### src/rtl/split_byte_clk_pkg.sv
package split_byte_clk_pkg;

  // Strobes from control to datapath for one edge of the fast clock.
  typedef struct packed {
    logic advance;  // flip both byte clocks in 10-bit mode
    logic settle;   // drive both byte clocks to their parked levels
  } phase_cmd_t;

  localparam logic PARK_LEVEL_02 = 1'b0;

endpackage

### src/rtl/split_byte_clk_ctrl.sv
module split_byte_clk_ctrl
  import split_byte_clk_pkg::*;
#(
  parameter int GAP_CYCLES = 4
) (
  input  logic       clk,
  input  logic       rstN,
  input  logic       tenBitMode,
  input  logic       wordStb,
  input  logic       slip,
  input  logic       phaseHigh,
  output phase_cmd_t cmd
);

  localparam int CNT_W = $clog2(GAP_CYCLES + 1);
  localparam logic [CNT_W-1:0] GAP_VAL = CNT_W'(GAP_CYCLES);
  localparam logic [CNT_W-1:0] ONE_VAL = CNT_W'(1);

  logic [CNT_W-1:0] elapsed;
  logic             pending;
  logic             gapMet;
  logic             wantAdvance;
  logic             anyEdge;

  // Cycles since the last output edge, saturating at the guard length.
  assign gapMet      = (elapsed >= GAP_VAL);
  assign wantAdvance = tenBitMode && !slip && (wordStb || pending);

  always_comb begin
    cmd         = '0;
    cmd.advance = gapMet && wantAdvance;
    cmd.settle  = gapMet && !tenBitMode && (phaseHigh != PARK_LEVEL_02);
  end

  assign anyEdge = cmd.advance || cmd.settle;

  always_ff @(posedge clk or negedge rstN) begin
    if (!rstN) begin
      elapsed <= GAP_VAL;
    end else if (anyEdge) begin
      elapsed <= ONE_VAL;
    end else if (!gapMet) begin
      elapsed <= elapsed + ONE_VAL;
    end
  end

  // One deferred toggle at most; slip or leaving 10-bit mode cancels it.
  always_ff @(posedge clk or negedge rstN) begin
    if (!rstN) begin
      pending <= 1'b0;
    end else if (!tenBitMode || slip) begin
      pending <= 1'b0;
    end else if (wantAdvance && !gapMet) begin
      pending <= 1'b1;
    end else if (cmd.advance) begin
      pending <= 1'b0;
    end
  end

endmodule

### src/rtl/split_byte_clk_dp.sv
module split_byte_clk_dp
  import split_byte_clk_pkg::*;
(
  input  logic       clk,
  input  logic       rstN,
  input  phase_cmd_t cmd,
  output logic       clkByte02,
  output logic       clkByte13
);

  // Two separate registers, one per output pin, with no gating behind them.
  always_ff @(posedge clk or negedge rstN) begin
    if (!rstN) begin
      clkByte02 <= PARK_LEVEL_02;
      clkByte13 <= !PARK_LEVEL_02;
    end else if (cmd.settle) begin
      clkByte02 <= PARK_LEVEL_02;
      clkByte13 <= !PARK_LEVEL_02;
    end else if (cmd.advance) begin
      clkByte02 <= !clkByte02;
      clkByte13 <= !clkByte13;
    end
  end

endmodule

### src/rtl/split_byte_clk.sv
module split_byte_clk
  import split_byte_clk_pkg::*;
#(
  parameter int GAP_CYCLES = 4
) (
  input  logic clk,
  input  logic rstN,
  input  logic tenBitMode,
  input  logic wordStb,
  input  logic slip,
  output logic clkByte02,
  output logic clkByte13
);

  phase_cmd_t phaseCmd;

  split_byte_clk_ctrl #(
    .GAP_CYCLES(GAP_CYCLES)
  ) u_ctrl (
    .clk        (clk),
    .rstN       (rstN),
    .tenBitMode (tenBitMode),
    .wordStb    (wordStb),
    .slip       (slip),
    .phaseHigh  (clkByte02),
    .cmd        (phaseCmd)
  );

  split_byte_clk_dp u_dp (
    .clk       (clk),
    .rstN      (rstN),
    .cmd       (phaseCmd),
    .clkByte02 (clkByte02),
    .clkByte13 (clkByte13)
  );

endmodule

### config.mk
export PLATFORM = sky130hd
export DESIGN_NAME = split_byte_clk
export DESIGN_NICKNAME = d
export VERILOG_FILES = /design/src/rtl/split_byte_clk_pkg.sv /design/src/rtl/split_byte_clk_ctrl.sv /design/src/rtl/split_byte_clk_dp.sv /design/src/rtl/split_byte_clk.sv
export SDC_FILE = /design/constraint.sdc
export NUM_CORES = 1
export LEC_CHECK = 0
export ABC_AREA = 1
export BUFFER_PORTS_ARGS = -buffer_cell sky130_fd_sc_hd__buf_4
export CORE_AREA = 2 2 39 41
export DETAILED_ROUTE_END_ITERATION = 12
export DIE_AREA = 0 0 41 43
export GPL_ROUTABILITY_DRIVEN = 1
export GPL_TIMING_DRIVEN = 0
export HOLD_SLACK_MARGIN = 0.05
export PLACE_DENSITY_LB_ADDON = 0.1
export SLEW_MARGIN = 10
export SYNTH_ARGS = -nofsm -noshare
export SYNTH_HDL_FRONTEND = slang
export SYNTH_SLANG_ARGS = --single-unit
### constraint.sdc
create_clock -name clk -period 1.1 [get_ports clk]
set_clock_uncertainty 0.2 [all_clocks]
set_input_delay 0 -clock clk [delete_from_list [all_inputs] [get_ports clk]]
set_output_delay 0 -clock clk [all_outputs]
set_load 0.005 [all_outputs]
Word-level counts from Yosys, hierarchy flattened
Index checks and enable logic that the tools add are counted.
Storage, ports and cells
  output and inout port bits: 2
  memory bits (writable): 0
  word-level logic and storage cells: 32
  memories kept: 0
  ROM bits: 0
  input bits: 5
  latch bits: 0
  register bits after elaboration: 6
Operators by class
  equal/unequal tests: 1
  shift-type cells: 0
  reduce and logical (&&, ||, !) cells: 16
  bitwise logic cells: 0
  $add $sub $neg: 1
  mux-type cells: 9
  multiply operators: 0
  divide/modulo/power cells: 0
  $lt $le $gt $ge: 1
Operators by type and width (count)
  1-bit 2-to-1 mux: 7
  1-bit logical AND: 6
  3-bit 2-to-1 mux: 2
  1-bit logical NOT: 5
  3-bit by 1-bit adder with 3-bit output (second input constant): 1
  3-bit greater-or-equal comparator (second input constant): 1
  1-bit logical OR: 3
  3-bit nonzero test: 1
  2-bit != test (second input constant): 1
  2-bit nonzero test: 1

Depth between registers and ports, before layout
Gate-level depths: netlist of run 1.
  word-level depth: 7
  depth in mapped cells: 5
  depth with buffers taken out: 5

Cells and area by module
Synthesis of run 1 repeated with hierarchy kept, for this count alone.
Second synthesis, totals
  cells, all modules: 41
  area total of the unflattened synthesis: 345.3 µm²
By module, submodules not included
  split_byte_clk_ctrl: cells an instance 29, instances 1, area an instance 255.2 µm², sequential area each 101.3 µm²
  split_byte_clk_dp: cells an instance 12, instances 1, area an instance 90.1 µm², sequential area each 51.3 µm²

Least setup slack after synthesis of run 1
No wires, ideal clock.
  path kind: reg2reg
  start: reg u_ctrl.elapsed[2]
  end: reg u_ctrl.elapsed[1]
  clock period less this slack: 1.161 ns
  data arrival time: 0.843 ns
  slack: -0.061 ns
  required time: 0.782 ns
  setup time: 0.118 ns
  buffers on the path: 1
  cell stages (with the launch flop): 5
  path through: dfstp_2 buf_6 nand3_4 nand4_1 nand2_1
On the way
  cells in the longest elaborated chain, start to end: 5
  elaborated cells on any way between the ends: 7
  classes of those cells: order compare: 1; eq/ne: 1; mux: 1; reduce/logical: 4
RTL lines
  start: declaration: line split_byte_clk_ctrl.sv:19  | logic [CNT_W-1:0] elapsed;
  start signal: assignment: line split_byte_clk_ctrl.sv:43  | elapsed <= elapsed + ONE_VAL;
  3-bit greater-or-equal comparator *: line split_byte_clk_ctrl.sv:26  | assign gapMet = (elapsed >= GAP_VAL);
  1-bit logical AND (2 in a row): line split_byte_clk_ctrl.sv:32  | cmd.settle = gapMet && !tenBitMode && (phaseHigh != PARK_LEVEL_02);
  1-bit logical OR: line split_byte_clk_ctrl.sv:35  | assign anyEdge = cmd.advance || cmd.settle;
  2-bit != test (no source line) / 3-bit 2-to-1 mux (equally long branches)
Mark *: on every way between the ends. The rest lies on a longest branch, timed or not.
A chain may end at the register's enable or synchronous reset.

Worst setup path in the final report of run 1
Same ends and word-level chain as after synthesis.

==> metrics.md, run 1 <==
| Metric | Value |
|---|---|
| Total power per unit cell area | 2240 nW/µm² |
| Final Non-Filler Cells | 72 |
| Max Transition Viols Final | 0 |
| Max cap viols | 0 |
| Crit path largest cell delay | around 0.53 ns |
| Total CTS buffers | 3 |
| Number of synthesized flops with an enable pin | 0 |
| Count of final hold-check violations | 0 |
| Number of fillers in the final layout | 139 |
| DR vias/cell | between 4 and 5 |
| Peak ir drop on the vdd network | a little over 0.9 mV |
| Fin Setup TNS | -0.434 ns |
| Setup CP Type | reg2reg |
| Number of cell instances on the worst register-to-register path | 4 |
| Clock buffer depth | 2 |
| Actual transition at the worst max-transition pin | roughly 0.24 ns |
| Total Wirelength | 746 µm |
| Number of search-and-repair iterations in the first detailed-routing pass | 4 |
| Wire length of the first global-routing pass | 1.30 mm |
| Number of nets produced by synthesis | between 40 and 50 |
| Vert. Die Dim | ~43 µm |
| Capturing point of the worst reg2reg path | u_ctrl.elapsed[1] |
| Antenna violations before repair | 0 |
| Detail Route Antenna Nets | 0 |
| Core occupancy in the finished layout | 0.377 |
| Share of layout cells above drive strength 1 | 0.375 |
| Sequential fraction of the synthesis area | 0.424 |
| Final layout net count | 65 |
| Final Power | about 1200 µW |
| Clock slew seen by the registers of the worst setup and hold paths | around 0.04 ns |
| Starting density of the core | 0.260 |
| Sinks on the clock net | 6 |
| Cell area after synthesis | around 360 µm² |
| Placement row count | 14 |
| Top cells by area, synth | sky130_fd_sc_hd__dfrtp_1 (28%), sky130_fd_sc_hd__dfstp_2 (15%), sky130_fd_sc_hd__nand2_1 (9.4%), sky130_fd_sc_hd__inv_1 (7.3%), sky130_fd_sc_hd__ha_1 (6.9%) |
| Chip Width | 41 µm |
| Data required time at the worst endpoint | between 1 and 1.5 ns |
| Reg2reg setup slack | -0.10 ns |
| Overall die area | 1760 µm² |
| Top FF cell, synth | sky130_fd_sc_hd__dfrtp_1 |
| WL per Instance | 10.4 µm |
| Highest net fanout along the worst path | 5 |
| Number of inserted diodes | 0 |
| Slowest-stage cell, CP | sky130_fd_sc_hd__dfstp_2 |
| Number of DRC markers in iteration 0 | 8 |
| Crit path buffers/inverters | 1 |
| Buffers on Ports | 6 |
| Setup-violating endpoint count in the final report | 5 |
| I/O pin cnt | 7 |
| CP startpoint | u_ctrl.elapsed[2] |
| Final-layout worst hold slack | between 0.04 and 0.05 ns |
| Number of placed instances, taps included | 62 |
| Tcrit/Tclk final | 1.09 |
| Most frequent cells after synthesis | sky130_fd_sc_hd__nand2_1 (9), sky130_fd_sc_hd__inv_1 (7), sky130_fd_sc_hd__nand3_1 (5), sky130_fd_sc_hd__dfrtp_1 (4) |
| Startpoint type of the worst setup path | flop |
| Data arrival time of the worst path | between 1 and 1.5 ns |
| Total vias in the final route | approximately 300 |
| Number of warning messages in the yosys log | 0 |
| Total core area | 1380 µm² |
| Top delay family on crit path | flip-flops |
| Via count of the first global-routing pass | 296 |
| Buffer type at the clock tree root | sky130_fd_sc_hd__clkbuf_4 |
| Max Fclk | slightly above 800 MHz |
| Unrepaired setup endpoints after global routing | yes |
| Post-synthesis async set-or-reset flop share | 1.00 |
| Top-area cell type share of the netlist area | 0.278 |
| Violated checks | setup timing |
| Most instantiated library cell after synthesis | sky130_fd_sc_hd__nand2_1 |
| Headroom to the max-slew limit | 0.842 |
| Ordered cell list for the critical path | buf_6, nand3_4, nand4_1, nand2_1 |
| Gpl congestion | ~0.74 |
| Min-Delay Path Class | in2async |
| Final worst setup slack | -0.104 ns |
| Status | finished, violations left |
| Number of cells produced by synthesis | 40 |
| Pin count of the biggest net entering global routing | 6 |
| Endpoint type of the worst setup path | flop |
| Period minus WS final | 1.20 ns |
| Clock tree from TritonCTS | yes |
| Post-synth top area cell | sky130_fd_sc_hd__dfrtp_1 |
| Area added between synthesis and finish | 44.8% |
| Depth of the CTS H-tree | 1 |
| Seq cells post-synth | 6 |
| Residual DRC | 0 |
| Worst-Skew Late Latency | between 0.2 and 0.3 ns |
| Synthesized area per cell | roughly 9 µm² |
| Launch point of the worst reg-to-reg path | u_ctrl.elapsed[2] |
| Global-route total usage across every layer | 0.117 |
| GR Overflow Total | 0 |
| Cell leakage power | 0.000276 µW |
| Count of different cell masters after synthesis | 16 |
==> cell usage in the layout, fill, tap and decap left out <==
master                           Yosys  layout
sky130_fd_sc_hd__buf_6               1       2
sky130_fd_sc_hd__dlymetal6s4s_1      0       1
sky130_fd_sc_hd__nor2_2              1       1
sky130_fd_sc_hd__ha_1                2       2
sky130_fd_sc_hd__buf_4               0       6
sky130_fd_sc_hd__dfstp_2             2       2
sky130_fd_sc_hd__clkbuf_4            0       3
sky130_fd_sc_hd__nand2_1             9       9
sky130_fd_sc_hd__nand3_1             5       4
sky130_fd_sc_hd__buf_2               0       1
sky130_fd_sc_hd__dfrtp_1             4       4
sky130_fd_sc_hd__nor2_4              1       1
sky130_fd_sc_hd__nand3b_1            1       1
sky130_fd_sc_hd__dlygate4sd3_1       0       4
sky130_fd_sc_hd__inv_1               7       7
sky130_fd_sc_hd__inv_2               1       1
sky130_fd_sc_hd__nor2_1              2       2
sky130_fd_sc_hd__xor2_2              1       1
sky130_fd_sc_hd__nand4_1             1       1
sky130_fd_sc_hd__nand3_4             1       1
sky130_fd_sc_hd__nand3_2             1       2
==> per-stage QoR <==
stage	setup WS (ns)	area [µm²]
4_1_cts	-0.112	526
3_5_place_dp	-0.109	430
3_3_place_gp	-0.104	430
6_report	-0.104	522
5_1_grt	-0.158	522
2_1_floorplan	-0.0496	365
==> how the worst max path moves through the flow <==
stage               slack (ns)                end  depth (start not counted)
global placement         -0.10  u_ctrl.elapsed[1]                          4
finish                   -0.10  u_ctrl.elapsed[1]                          4
detailed placement       -0.11  u_ctrl.elapsed[1]                          4
CTS                      -0.11  u_ctrl.elapsed[1]                          4
global route             -0.16  u_ctrl.elapsed[1]                          4
floorplan                -0.05  u_ctrl.elapsed[1]                          4
==> state kept, by name (all words and copies together), names as in the netlist <==
signal,flops
u_dp.clkByte13,1
u_ctrl.pending,1
u_dp.clkByte02,1
u_ctrl.elapsed,3
==> power by group <==
part | total [µW] | switching [µW] | internal, µW
registers | 445 | 97.7 | 347
logic | 514 | 239 | 275
clock network | 208 | 84.2 | 124
total | 1170 | 421 | 746
==> per-layer routing <==
metal	wire, µm	track usage	vias to the layer above
li1	-	-	154
met1	328	0.141	144
met2	347	0.163	8
met3	45	0.0314	3
met4	25	0.100	0
met5	0	0	-
==> cell families (layout without fill, tap and decap cells) <==
group | Yosys count | after routing | synth area share
buffers and inverters | 9 | 25 | 0.115
adders and majority gates | 2 | 2 | 0.0694
and+or+nand+nor | 22 | 22 | 0.347
DFF | 6 | 6 | 0.424
xor gates and xnor gates | 1 | 1 | 0.0452
==> cell type report <==
cell class / count / area, µm² / share of cell area
inverter: 8 / 30.0 / 0.0576
sequential: 6 / 153 / 0.293
tap: 16 / 20.0 / 0.0384
timing repair buffer: 13 / 114 / 0.218
buffer: 1 / 11.3 / 0.0216
clock buffer: 3 / 22.5 / 0.0432
multi-input combinational: 25 / 171 / 0.329
==> timing repair <==
item	in CTS	in global routing
buffers inserted	1	0
hold buffers	6	0
setup endpoints to repair	5	11
endpoints found under the hold margin	12	0
resized for setup	0	2
pin swaps	1	0
cloned	1	0
Note: power is estimated with default switching activity, not from simulation.
==> run 2, diff against run 1 <==
--- a/config.mk
+++ b/config.mk
@@ -5,7 +5,7 @@
 export SDC_FILE = /design/constraint.sdc
 export NUM_CORES = 1
 export LEC_CHECK = 0
-export ABC_AREA = 1
+export ABC_AREA = 0
 export BUFFER_PORTS_ARGS = -buffer_cell sky130_fd_sc_hd__buf_4
 export CORE_AREA = 2 2 39 41
 export DETAILED_ROUTE_END_ITERATION = 12
==> constraint.sdc (replaced) <==
create_clock -name clk -period 1.2 [get_ports clk]
set_clock_uncertainty 0.2 [all_clocks]
set_input_delay 0 -clock clk [delete_from_list [all_inputs] [get_ports clk]]
set_output_delay 0 -clock clk [all_outputs]
set_load 0.005 [all_outputs]
==> run 2 against run 1 <==
Compared with the run above: the run ends with hold timing, setup timing left; global-route usage decreased by 1.4 points; highest routed layer is now met3; synthesized cell count is 28% lower; non-clock buffer count fell by 3; critical path type unchanged.
==> metrics.md, run 2 <==
| Metric | Value |
|---|---|
| Number of fillers in the final layout | around 140 |
| Count of final hold-check violations | 3 |
| Final worst setup slack | -0.0876 ns |
| Capturing point of the worst reg2reg path | u_ctrl.elapsed[0] |
| Worst-case setup slack after placement | -0.115 ns |
| Top-area cell type share of the netlist area | 0.324 |
| Number of DRC markers in iteration 0 | 1 |
| Leading cell type in the layout, fill and taps excluded | sky130_fd_sc_hd__buf_4 |
| Top FF cell, synth | sky130_fd_sc_hd__dfrtp_1 |
| Headroom to the max-slew limit | 0.833 |
| Count of hold buffers inserted by post-cts repair | 2 |
| Startpoint type of the worst setup path | flop |
| Number of inserted diodes | 0 |
| DR vias/cell | around 4.5 |
| Buffer type at the clock tree root | sky130_fd_sc_hd__clkbuf_4 |
| Global-route met1 utilization | 0.104 |
| Sinks on the clock net | 6 |
| GR Layer Usage met3 | 0.0471 |
| Data required time at the worst endpoint | 1.13 ns |
| Final-layout worst hold slack | -0.161 ns |
| Global-route total usage across every layer | 0.103 |
| Total CTS buffers | 3 |
| Share of layout cells above drive strength 1 | 0.568 |
| Clock buffer depth | 2 |
| WL per Instance | about 12 µm |
| Violated checks | hold timing, setup timing |
| Hold Crit Depth | 3 |
| Total Wirelength | 699 µm |
| Sequential fraction of the synthesis area | 0.494 |
| Max cap viols | 0 |
| Seq cells post-synth | 6 |
| Number of warning messages in the yosys log | 0 |
| Chip Width | 41 µm |
| Area added between synthesis and finish | 59.9% |
| Status | finished, violations left |
| Vert. Die Dim | between 40 and 50 µm |
| Most frequent cells after synthesis | sky130_fd_sc_hd__dfrtp_1 (4), sky130_fd_sc_hd__inv_1 (4), sky130_fd_sc_hd__nor2_1 (3) |
| Gpl congestion | between 0.5 and 0.6 |
| Largest register by flop count | u_ctrl.elapsed |
| Hold-critical path endpoint | u_dp.clkByte02 |
| Core occupancy in the finished layout | 0.357 |
| Global-route layer with the greatest usage | met2 |
| Post-detail-place hpwl | a little under 500 µm |
| Count of different cell masters after synthesis | 18 |
| Flip-flop count of the largest register after layout | 3 |
| I/O pin cnt | 7 |
| Number of synthesized flops with an enable pin | 0 |
| Max Fclk | 777 MHz |
| Residual DRC | 0 |
| Highest net fanout along the worst path | 6 |
| Setup-violating endpoint count in the final report | 4 |
| Period minus WS final | 1.29 ns |
| Number of cells produced by synthesis | 29 |
| Buffers on Ports | 6 |
| Commonest cells after routing, fill and taps aside | sky130_fd_sc_hd__buf_4 (9), sky130_fd_sc_hd__inv_1 (4), sky130_fd_sc_hd__clkbuf_4 (3), sky130_fd_sc_hd__dfrtp_1 (3) |
| Clock slew seen by the registers of the worst setup and hold paths | roughly 0.050 ns |
| Max Transition Viols Final | 0 |
| Unrepaired setup endpoints after global routing | yes |
| Pin count of the biggest net entering global routing | 7 |
| GR Overflow Total | 0 |
| Via count of the first global-routing pass | approximately 270 |
| Detail Route Antenna Nets | 0 |
| Number of cell instances on the worst register-to-register path | 2 |
| Worst-Skew Late Latency | roughly 0.24 ns |
| Min-Delay Path Class | in2reg |
| Total vias in the final route | about 270 |
| Cell leakage power | between 0.0002 and 0.00025 µW |
| Top cells by area, synth | sky130_fd_sc_hd__dfrtp_1 (32%), sky130_fd_sc_hd__dfstp_2 (17%), sky130_fd_sc_hd__ha_1 (8.1%), sky130_fd_sc_hd__o311ai_2 (5.3%), sky130_fd_sc_hd__inv_1 (4.9%) |
| Number of search-and-repair iterations in the first detailed-routing pass | 3 |
| Clock tree from TritonCTS | yes |
| Setup CP Type | reg2reg |
| Total core area | between 1000 and 1500 µm² |
| Peak ir drop on the vdd network | 0.727 mV |
| Synthesized area per cell | around 11 µm² |
| Placement row count | 14 |
| Final layout net count | 52 |
| Depth of the CTS H-tree | 1 |
| Launch point of the worst reg-to-reg path | u_ctrl.elapsed[2] |
| Wire length of the first global-routing pass | between 1 and 1.5 mm |
| Total power per unit cell area | about 2200 nW/µm² |
| Reg2reg setup slack | -0.09 ns |
| Post-synthesis async set-or-reset flop share | 1.00 |
| Overall die area | approximately 1800 µm² |
| Number of nets produced by synthesis | 36 |
| Post-synth top area cell | sky130_fd_sc_hd__dfrtp_1 |
| Tcrit/Tclk final | 1.07 |
| Endpoint type of the worst setup path | flop |
| Data arrival time of the worst path | roughly 1.2 ns |
| Cell area after synthesis | around 310 µm² |
| Starting density of the core | 0.223 |
| Hold path start | tenBitMode |
| Actual transition at the worst max-transition pin | about 0.25 ns |
| Antenna violations before repair | 0 |
| Met2 capacity usage during global routing | 0.144 |
[run 2: changes by cell type in the layout (fill, tap and decap cells not counted), moves of 2 or more]
cell | previous run | this run
sky130_fd_sc_hd__nand2_1 | 9 | 2
sky130_fd_sc_hd__inv_1 | 7 | 4
sky130_fd_sc_hd__nand3_1 | 4 | 0
sky130_fd_sc_hd__nand3_2 | 2 | 0
sky130_fd_sc_hd__buf_4 | 6 | 9
sky130_fd_sc_hd__dlygate4sd3_1 | 4 | 2
sky130_fd_sc_hd__buf_6 | 2 | 0
[run 2: critical path, cell delays in order (launching register included)]
cell and delay (ns):
sky130_fd_sc_hd__dfstp_2 0.59, sky130_fd_sc_hd__o311ai_4 0.11, sky130_fd_sc_hd__mux2_4 0.27
[run 2: cells by family (layout without fill, tap and decap cells)]
kind of cell | count (synthesis) | after routing | share of synthesized area
and+or+nand+nor | 8 | 8 | 0.138
adders and majority gates | 2 | 2 | 0.0810
AOI/OAI and AO/OA | 7 | 7 | 0.190
muxes | 1 | 1 | 0.0364
DFF | 6 | 6 | 0.494
buffers and inverters | 5 | 20 | 0.0607
[run 2: per-layer routing]
metal | wire [µm] | part of all wire
met5 | 0 | 0
met2 | 367 | 0.53
met3 | 33 | 0.047
met4 | 0 | 0
met1 | 298 | 0.43
[run 2: worst max path at each step]
| stage | startpoint | end | slack [ns] |
|---|---|---|---|
| after detailed placement | u_ctrl.elapsed[2] | u_ctrl.elapsed[0] | -0.11 |
| after CTS | u_ctrl.elapsed[2] | u_ctrl.elapsed[0] | -0.08 |
| after global routing | u_ctrl.elapsed[2] | u_ctrl.elapsed[0] | -0.13 |
| after floorplan | u_ctrl.elapsed[2] | u_ctrl.elapsed[0] | -0.05 |
| final | u_ctrl.elapsed[2] | u_ctrl.elapsed[0] | -0.09 |
| after global placement | u_ctrl.elapsed[2] | u_ctrl.elapsed[0] | -0.12 |
[run 2: area by class of cell]
| type | count | area, µm² | share of cell area |
|---|---|---|---|
| sequential | 6 | 154 | 0.311 |
| inverter | 5 | 18.8 | 0.0380 |
| clock buffer | 4 | 26.3 | 0.0532 |
| multi-input combinational | 18 | 188 | 0.380 |
| timing repair buffer | 11 | 87.6 | 0.177 |
| tap | 16 | 20.0 | 0.0405 |
[run 2: what timing repair did]
action	CTS	global route
gates resized for setup	7	2
endpoints found under the hold margin	11	4
endpoints found under the setup margin	3	5
pin swaps	2	1
setup buffers	3	0
[run 2: through the flow]
step / total power, µW / TNS, ns / cells / cell area, µm²
5_1_grt: 1190 / -0.410 / 60 / 494
3_5_place_dp: 722 / -0.222 / 51 / 384
4_1_cts: 1080 / -0.265 / 60 / 490
2_1_floorplan: 607 / -0.0540 / 29 / 319
3_3_place_gp: 711 / -0.202 / 51 / 384
6_report: 1090 / -0.221 / 60 / 494
[run 2: where the power goes]
group          leakage [µW]  internal [µW]  switching (µW)
logic              0.000131            276             206
registers         0.0000694            313            96.0
clock network     0.0000150            126            74.9
